`src/rtl/evt_cnt_pkg.sv`:
```
package evt_cnt_pkg;
  localparam int NUM_CNT = 3;
  localparam int BUS_W   = 32;
  localparam int CNT_W   = 64;
  localparam int HI_W    = CNT_W - BUS_W;
  localparam int AMT_W   = 4;
  localparam int ADDR_W  = 4;

  typedef enum logic [1:0] {
    KIND_PRI  = 2'd0,
    KIND_SEC  = 2'd1,
    KIND_BOTH = 2'd2,
    KIND_CTX  = 2'd3
  } byteKind_e;

  typedef struct packed {
    logic [NUM_CNT-1:0] wrHi;
    logic [NUM_CNT-1:0] wrLo;
    logic [NUM_CNT-1:0] rdLo;
    logic [BUS_W-1:0]   wrData;
  } ctrlStrobe_t;
endpackage

```
`src/rtl/evt_cnt_dp.sv`:
```
module evt_cnt_dp
  import evt_cnt_pkg::*;
(
  input  logic                            clk,
  input  logic                            rstN,
  input  ctrlStrobe_t                     strb,
  input  logic                            fetchPush,
  input  logic                            descDone,
  input  logic                            descErr,
  input  logic                            byteValid,
  input  byteKind_e                       byteKind,
  input  logic [AMT_W-1:0]                byteCount,
  output logic [NUM_CNT-1:0][BUS_W-1:0]   cntLo,
  output logic [NUM_CNT-1:0]              wrapPulse,
  output logic [HI_W-1:0]                 shadowHi
);
  logic [CNT_W-1:0] cnt [NUM_CNT];
  logic [NUM_CNT-1:0][AMT_W-1:0] incAmt;
  logic [HI_W-1:0] stage;
  logic [HI_W-1:0] shadowNext;

  // event qualification per counter
  always_comb begin
    incAmt[0] = AMT_W'(fetchPush);
    incAmt[1] = AMT_W'(descDone && !descErr);
    incAmt[2] = (byteValid && byteKind != KIND_CTX) ? byteCount : '0;
  end

  generate
    for (genvar g = 0; g < NUM_CNT; g++) begin : gCnt
      logic [CNT_W:0] sum;
      assign sum          = {1'b0, cnt[g]} + (CNT_W+1)'(incAmt[g]);
      assign wrapPulse[g] = sum[CNT_W] && !strb.wrLo[g];
      assign cntLo[g]     = cnt[g][BUS_W-1:0];

      always_ff @(posedge clk) begin
        if (!rstN)              cnt[g] <= '0;
        else if (strb.wrLo[g])  cnt[g] <= {stage, strb.wrData};
        else                    cnt[g] <= sum[CNT_W-1:0];
      end

      AST_COMMIT_WINS: assert property (@(posedge clk) disable iff (!rstN)
        strb.wrLo[g] |=> cnt[g] == $past({stage, strb.wrData}));
      AST_WRAP_ZERO: assert property (@(posedge clk) disable iff (!rstN)
        (!strb.wrLo[g] && cnt[g] == '1 && incAmt[g] == AMT_W'(1)) |=> cnt[g] == '0);
      AST_HI_WRITE_HOLDS: assert property (@(posedge clk) disable iff (!rstN)
        (strb.wrHi[g] && incAmt[g] == '0) |=> $stable(cnt[g]));
      AST_SHADOW_LOAD: assert property (@(posedge clk) disable iff (!rstN)
        strb.rdLo[g] |=> shadowHi == $past(cnt[g][CNT_W-1:BUS_W]));
    end
  endgenerate

  always_comb begin
    shadowNext = shadowHi;
    for (int i = 0; i < NUM_CNT; i++)
      if (strb.rdLo[i]) shadowNext = cnt[i][CNT_W-1:BUS_W];
  end

  always_ff @(posedge clk) begin
    if (!rstN) begin
      shadowHi <= '0;
      stage    <= '0;
    end else begin
      shadowHi <= shadowNext;
      if (|strb.wrHi) stage <= strb.wrData;
    end
  end

  AST_BYTE_RANGE: assert property (@(posedge clk) disable iff (!rstN)
    byteValid |-> byteCount <= AMT_W'(8));
endmodule

```
`src/rtl/evt_cnt_ctrl.sv`:
```
module evt_cnt_ctrl
  import evt_cnt_pkg::*;
(
  input  logic                            clk,
  input  logic                            rstN,
  input  logic                            regWrEn,
  input  logic                            regRdEn,
  input  logic [ADDR_W-1:0]               regAddr,
  input  logic [BUS_W-1:0]                regWrData,
  input  logic [NUM_CNT-1:0]              wrapPulse,
  input  logic [NUM_CNT-1:0][BUS_W-1:0]   cntLo,
  input  logic [HI_W-1:0]                 shadowHi,
  output ctrlStrobe_t                     strb,
  output logic [BUS_W-1:0]                regRdData,
  output logic                            irq
);
  localparam logic [ADDR_W-1:0] IER_ADDR = ADDR_W'(2*NUM_CNT);
  localparam logic [ADDR_W-1:0] ISR_ADDR = ADDR_W'(2*NUM_CNT + 1);
  localparam logic [ADDR_W-1:0] ICR_ADDR = ADDR_W'(2*NUM_CNT + 2);

  logic [NUM_CNT-1:0] ier, isr, clrMask, setMask;

  always_comb begin
    strb.wrData = regWrData;
    for (int i = 0; i < NUM_CNT; i++) begin
      strb.wrLo[i] = regWrEn && (regAddr == ADDR_W'(2*i));
      strb.wrHi[i] = regWrEn && (regAddr == ADDR_W'(2*i + 1));
      strb.rdLo[i] = regRdEn && (regAddr == ADDR_W'(2*i));
    end
  end

  assign clrMask = (regWrEn && regAddr == ICR_ADDR) ? regWrData[NUM_CNT-1:0] : '0;
  assign setMask = wrapPulse & ier;

  always_ff @(posedge clk) begin
    if (!rstN) begin
      ier <= '0;
      isr <= '0;
    end else begin
      isr <= (isr & ~clrMask) | setMask;
      if (regWrEn && regAddr == IER_ADDR) ier <= regWrData[NUM_CNT-1:0];
    end
  end

  always_comb begin
    regRdData = '0;
    for (int i = 0; i < NUM_CNT; i++) begin
      if (regAddr == ADDR_W'(2*i))     regRdData = cntLo[i];
      if (regAddr == ADDR_W'(2*i + 1)) regRdData = shadowHi;
    end
    if (regAddr == IER_ADDR) regRdData = BUS_W'(ier);
    if (regAddr == ISR_ADDR) regRdData = BUS_W'(isr);
  end

  assign irq = |(isr & ier);

  generate
    for (genvar g = 0; g < NUM_CNT; g++) begin : gChk
      AST_STATUS_SET: assert property (@(posedge clk) disable iff (!rstN)
        (wrapPulse[g] && ier[g]) |=> isr[g]);
      AST_STATUS_GATED: assert property (@(posedge clk) disable iff (!rstN)
        (!isr[g] && !ier[g]) |=> !isr[g]);
      AST_STATUS_STICKY: assert property (@(posedge clk) disable iff (!rstN)
        (isr[g] && !clrMask[g]) |=> isr[g]);
    end
  endgenerate
endmodule

```
`src/rtl/evt_cnt_bank.sv`:
```
module evt_cnt_bank
  import evt_cnt_pkg::*;
(
  input  logic              clk,
  input  logic              rstN,
  input  logic              regWrEn,
  input  logic              regRdEn,
  input  logic [3:0]        regAddr,
  input  logic [31:0]       regWrData,
  output logic [31:0]       regRdData,
  input  logic              fetchPush,
  input  logic              descDone,
  input  logic              descErr,
  input  logic              byteValid,
  input  logic [1:0]        byteKind,
  input  logic [3:0]        byteCount,
  output logic              irq
);
  ctrlStrobe_t                   strb;
  logic [NUM_CNT-1:0][BUS_W-1:0] cntLo;
  logic [NUM_CNT-1:0]            wrapPulse;
  logic [HI_W-1:0]               shadowHi;

  evt_cnt_ctrl u_ctrl (
    .clk(clk), .rstN(rstN), .regWrEn(regWrEn), .regRdEn(regRdEn),
    .regAddr(regAddr), .regWrData(regWrData), .wrapPulse(wrapPulse),
    .cntLo(cntLo), .shadowHi(shadowHi), .strb(strb),
    .regRdData(regRdData), .irq(irq)
  );

  evt_cnt_dp u_dp (
    .clk(clk), .rstN(rstN), .strb(strb), .fetchPush(fetchPush),
    .descDone(descDone), .descErr(descErr), .byteValid(byteValid),
    .byteKind(byteKind_e'(byteKind)), .byteCount(byteCount),
    .cntLo(cntLo), .wrapPulse(wrapPulse), .shadowHi(shadowHi)
  );
endmodule

```
`config.mk`:
```
export PLATFORM = sky130hd
export DESIGN_NAME = evt_cnt_bank
export DESIGN_NICKNAME = d
export VERILOG_FILES = /design/src/rtl/evt_cnt_pkg.sv /design/src/rtl/evt_cnt_dp.sv /design/src/rtl/evt_cnt_ctrl.sv /design/src/rtl/evt_cnt_bank.sv
export SDC_FILE = /design/constraint.sdc
export NUM_CORES = 1
export LEC_CHECK = 0
export BUFFER_PORTS_ARGS = -buffer_cell sky130_fd_sc_hd__buf_2
export CORE_ASPECT_RATIO = 1.4
export CORE_MARGIN = 5
export CORE_UTILIZATION = 40
export CTS_CLUSTER_SIZE = 16
export DETAILED_ROUTE_END_ITERATION = 16
export PLACE_DENSITY_LB_ADDON = 0.15
export SYNTH_ARGS = -nofsm -noshare
export SYNTH_HDL_FRONTEND = slang
export SYNTH_HIERARCHICAL = 1
export SYNTH_SLANG_ARGS = --single-unit
export TNS_END_PERCENT = 5
```
`constraint.sdc`:
```
create_clock -name clk -period 3.7 [get_ports clk]
set_input_delay 0.185 -clock clk [delete_from_list [all_inputs] [get_ports clk]]
set_output_delay 0.185 -clock clk [all_outputs]
set_load 0.02 [all_outputs]
```
==> flow_summary_export.csv <==
group,metric,value,unit
final_layout,antennaDiodeCount,0,
yosys,syn_avg_cell_area,8.55,sq um
final_layout,drive_gt1_share,9.44,%
route,wl_per_cell,24.2,um
yosys,async_reset_ff_share,0,%
run_status,status,"finished, final reports clean",
yosys,ys_top_cells_by_area,"edfxtp_1 (31%), dfxtp_1 (7.5%), o21ai_0 (5.4%)",
timing,tns,0,ps
grt,grt_max_degree,104,
route,drc,0,
critical_path,slowest_stage,"nor4_4",
yosys,synth_top_cell_by_area,"edfxtp_1",
timing,hold_violations,0,
route,vias_per_cell,5.83,
power,p_leak,7.46,nW
timing,finalSetupViolCount,0,
grt,grt_pass1_vias,16200,
route,route.met2.wl,33800,um
floorplan,initial_core_util,40.5,%
final_layout,fill_cells,4702,
route,wl_met3,3670,um
cts,cts.clk_slew.worst_paths,60,ps
place,buffer_ports.inserted,82,
yosys,synth-seq-area-share,38.4,%
grt,grt_pass1_wl,103000,um
cts,clkLatencyLatePin,580,ps
floorplan,fp.dieArea,0.0512,sq mm
critical_path,regToRegSetupSlack,640,ps
yosys,synth.ff_latch_count,262,
floorplan,rows,93,
power,powerDensity,367,mW/mm^2
yosys,syn_inst,2183,
timing,rsz0062_at_grt,"no",
route,top_layer_used,"met5",
grt,antenna_found_initial,1,
cts,clock_path_buffers,3,
yosys,yosysUniqueCellTypes,70,
timing,fin_crit_sh,82.6,%
cts,htreeDepth,1,
final_layout,ff_latch_area,0.00717,sq mm
place,hpwl,52300,um
critical_path,cp.buffers_inverters,0,
timing,tightest_slew,1010,ps
critical_path,crit_type,"reg2reg",
timing,fin_hold_ws,19.3,ps
critical_path,worstSetupEndpointType,"flop",
floorplan,die_h,266,um
yosys,syn-cell-area,0.0187,sq mm
critical_path,worstPathArrival,3470,ps
yosys,synth_ff_type,"edfxtp_1",
power,ir_worst_vdd,0.336,mV
route,first_pass_iters,5,
timing,slew_headroom,32.7,%
cts,root_buffer,"clkbuf_16",
timing,fin_crit,3060,ps
floorplan,io_pins,83,
final_layout,area_growth,10.8,%
timing,fmax,0.327,GHz
grt,grt_util_all_layers,26.7,%
yosys,ys_warn_count,6,
critical_path,required,4110,ps
final_layout,nets,2344,
cts,cts.sink_count,262,
yosys,synth.top_cell.area_share,30.9,%
cts,cts_inserted_buffers,30,
hold_path,hp-class,"in2reg",
route,num_vias,17100,
cts,cts_resized,0,
timing,drv_slew,0,
grt,grt_overflow,0,
critical_path,path_max_fanout,16,
cts,cts_tree,"built",
job,maxCapViolCount,0,
final_layout,multi_input_area,0.0106,sq mm
place,gp_congestion,0.945,
critical_path,start_kind,"flop",
route,dr.first_iter.drc_count,1380,
critical_path,max_stage_delay,700,ps
yosys,synth_edf_count,192,
critical_path,crit_family,"simple AND/OR/NAND/NOR gates",
critical_path,path_cells,"nand4_4 -> nor4_4 -> nand2_1 -> or4_1 -> a31oi_1",
floorplan,core,0.0461,sq mm
floorplan,fp.dieW,193,um
route,ant_nets,0,
route,totalWireLength,70900,um
timing,finalClockSkew,12.7,ps
route,wl_met1,27100,um
synthesized netlist by cell type, types with 54 or more instances:
cell        n
a21oi_1   111
a31oi_1    59
and2_1     57
buf_4     131
clkbuf_1  106
dfxtp_1    70
edfxtp_1  192
nand2_1   223
nand3_1    91
nand4_1    83
nor2_1    130
o21ai_0   203
o21ai_1    54
xnor2_1    64
sequential cells by signal (all words and copies together), names as in the netlist:
register / cells
u_ctrl/ier: 3
u_ctrl/isr: 3
u_dp/shadowHi: 32
u_dp/stage: 32
u_dp/cnt: 192
power breakdown:
part / internal, mW / total (mW) / switching, mW
sequential: 3.34 / 3.58 / 0.238
combinational: 0.329 / 0.930 / 0.602
clock: 1.77 / 3.07 / 1.30
repair_timing:
action	4_1_cts	5_1_grt
hold endpoints to repair	26	0
hold buffers	26	0
setup buffers	0	0
worst register-to-register path, stage by stage (launching register included):
cell and delay, ps:
edfxtp_1 490, nand4_4 200, nor4_4 700, nand2_1 660
or4_1 670, a31oi_1 180
layer usage:
metal  vias to the layer above  track usage [%]
li1                       7969                -
met1                      8288             31.2
met2                       618             45.0
met3                       182             3.02
met4                         2             19.4
met5                         -                0
per-stage QoR:
stage | power [mW] | worst slack (ps) | std cells | instance area, sq um | util [%]
after floorplan | 4.23 | 1150 | 2374 | 19400 | -
after global placement | 4.51 | 722 | 2844 | 19400 | 42.2
after detailed placement | 4.53 | 646 | 2844 | 19400 | 42.2
after CTS | 7.63 | 708 | 2926 | 20700 | 44.9
after global routing | 7.85 | 520 | 2926 | 20700 | 44.9
final | 7.59 | 643 | 2926 | 20700 | 44.9
cell type report:
cell class | instances | share of cell area (%)
tap | 617 | 3.73
timing repair buffer | 152 | 5.17
clock inverter | 14 | 0.580
multi-input combinational | 1807 | 51.1
sequential | 262 | 34.6
inverter | 32 | 0.580
clock buffer | 42 | 4.20
logic make-up after synthesis:
logic type / after synthesis / share of synthesized area, %
flip-flops: 262 / 38.4
adder cells (fa/ha/maj): 9 / 0.643
buffers and inverters: 305 / 8.99
XOR/XNOR: 99 / 4.64
AO/OA/AOI/OAI: 597 / 19.7
other: 1 / 0.0201
AND/OR/NAND/NOR: 862 / 25.0
multiplexers: 48 / 2.58
path summary, 6_finish.rpt:
check | from | end | cells after the start
worst max-delay path | u_dp/cnt[1][3]$_DFFE_PP_ | u_dp/cnt[1][55]$_DFFE_PP_ | 5
worst min-delay path | regWrData[16] | u_dp/stage[16]$_SDFFE_PN0P_ | 3
worst max register to register | u_dp/cnt[1][3]$_DFFE_PP_ | u_dp/cnt[1][55]$_DFFE_PP_ | 5
worst min register to register | u_ctrl/ier[2]$_SDFFE_PN0P_ | u_ctrl/isr[2]$_SDFF_PN0_ | 2
cell usage in the layout (no fill, tap or decap), drive strengths merged, types with 6 or more instances in the layout:
master | netlist | layout
dfxtp | 70 | 70
nor4b | 7 | 7
inv | 32 | 34
a211oi | 11 | 11
nand2 | 223 | 223
o211a | 40 | 40
nor2 | 132 | 132
and2 | 57 | 57
nand3 | 94 | 94
o31ai | 35 | 35
o21ai | 257 | 257
ha | 8 | 8
and4 | 19 | 19
mux2i | 47 | 47
conb | 1 | 192
dlygate4sd3 | 0 | 26
buf | 167 | 126
nor2b | 14 | 14
nor3 | 39 | 39
nand4 | 89 | 89
clkbuf | 106 | 42
a21oi | 111 | 111
nor4 | 29 | 29
clkinv | 0 | 10
o21a | 6 | 6
or3 | 23 | 23
o311a | 7 | 7
nand2b | 42 | 42
xnor2 | 64 | 64
and3 | 38 | 38
or4 | 41 | 41
a21boi | 36 | 36
a31oi | 59 | 59
o21ba | 6 | 6
xor2 | 35 | 35
edfxtp | 192 | 192
(Power assumes the default switching activity.)
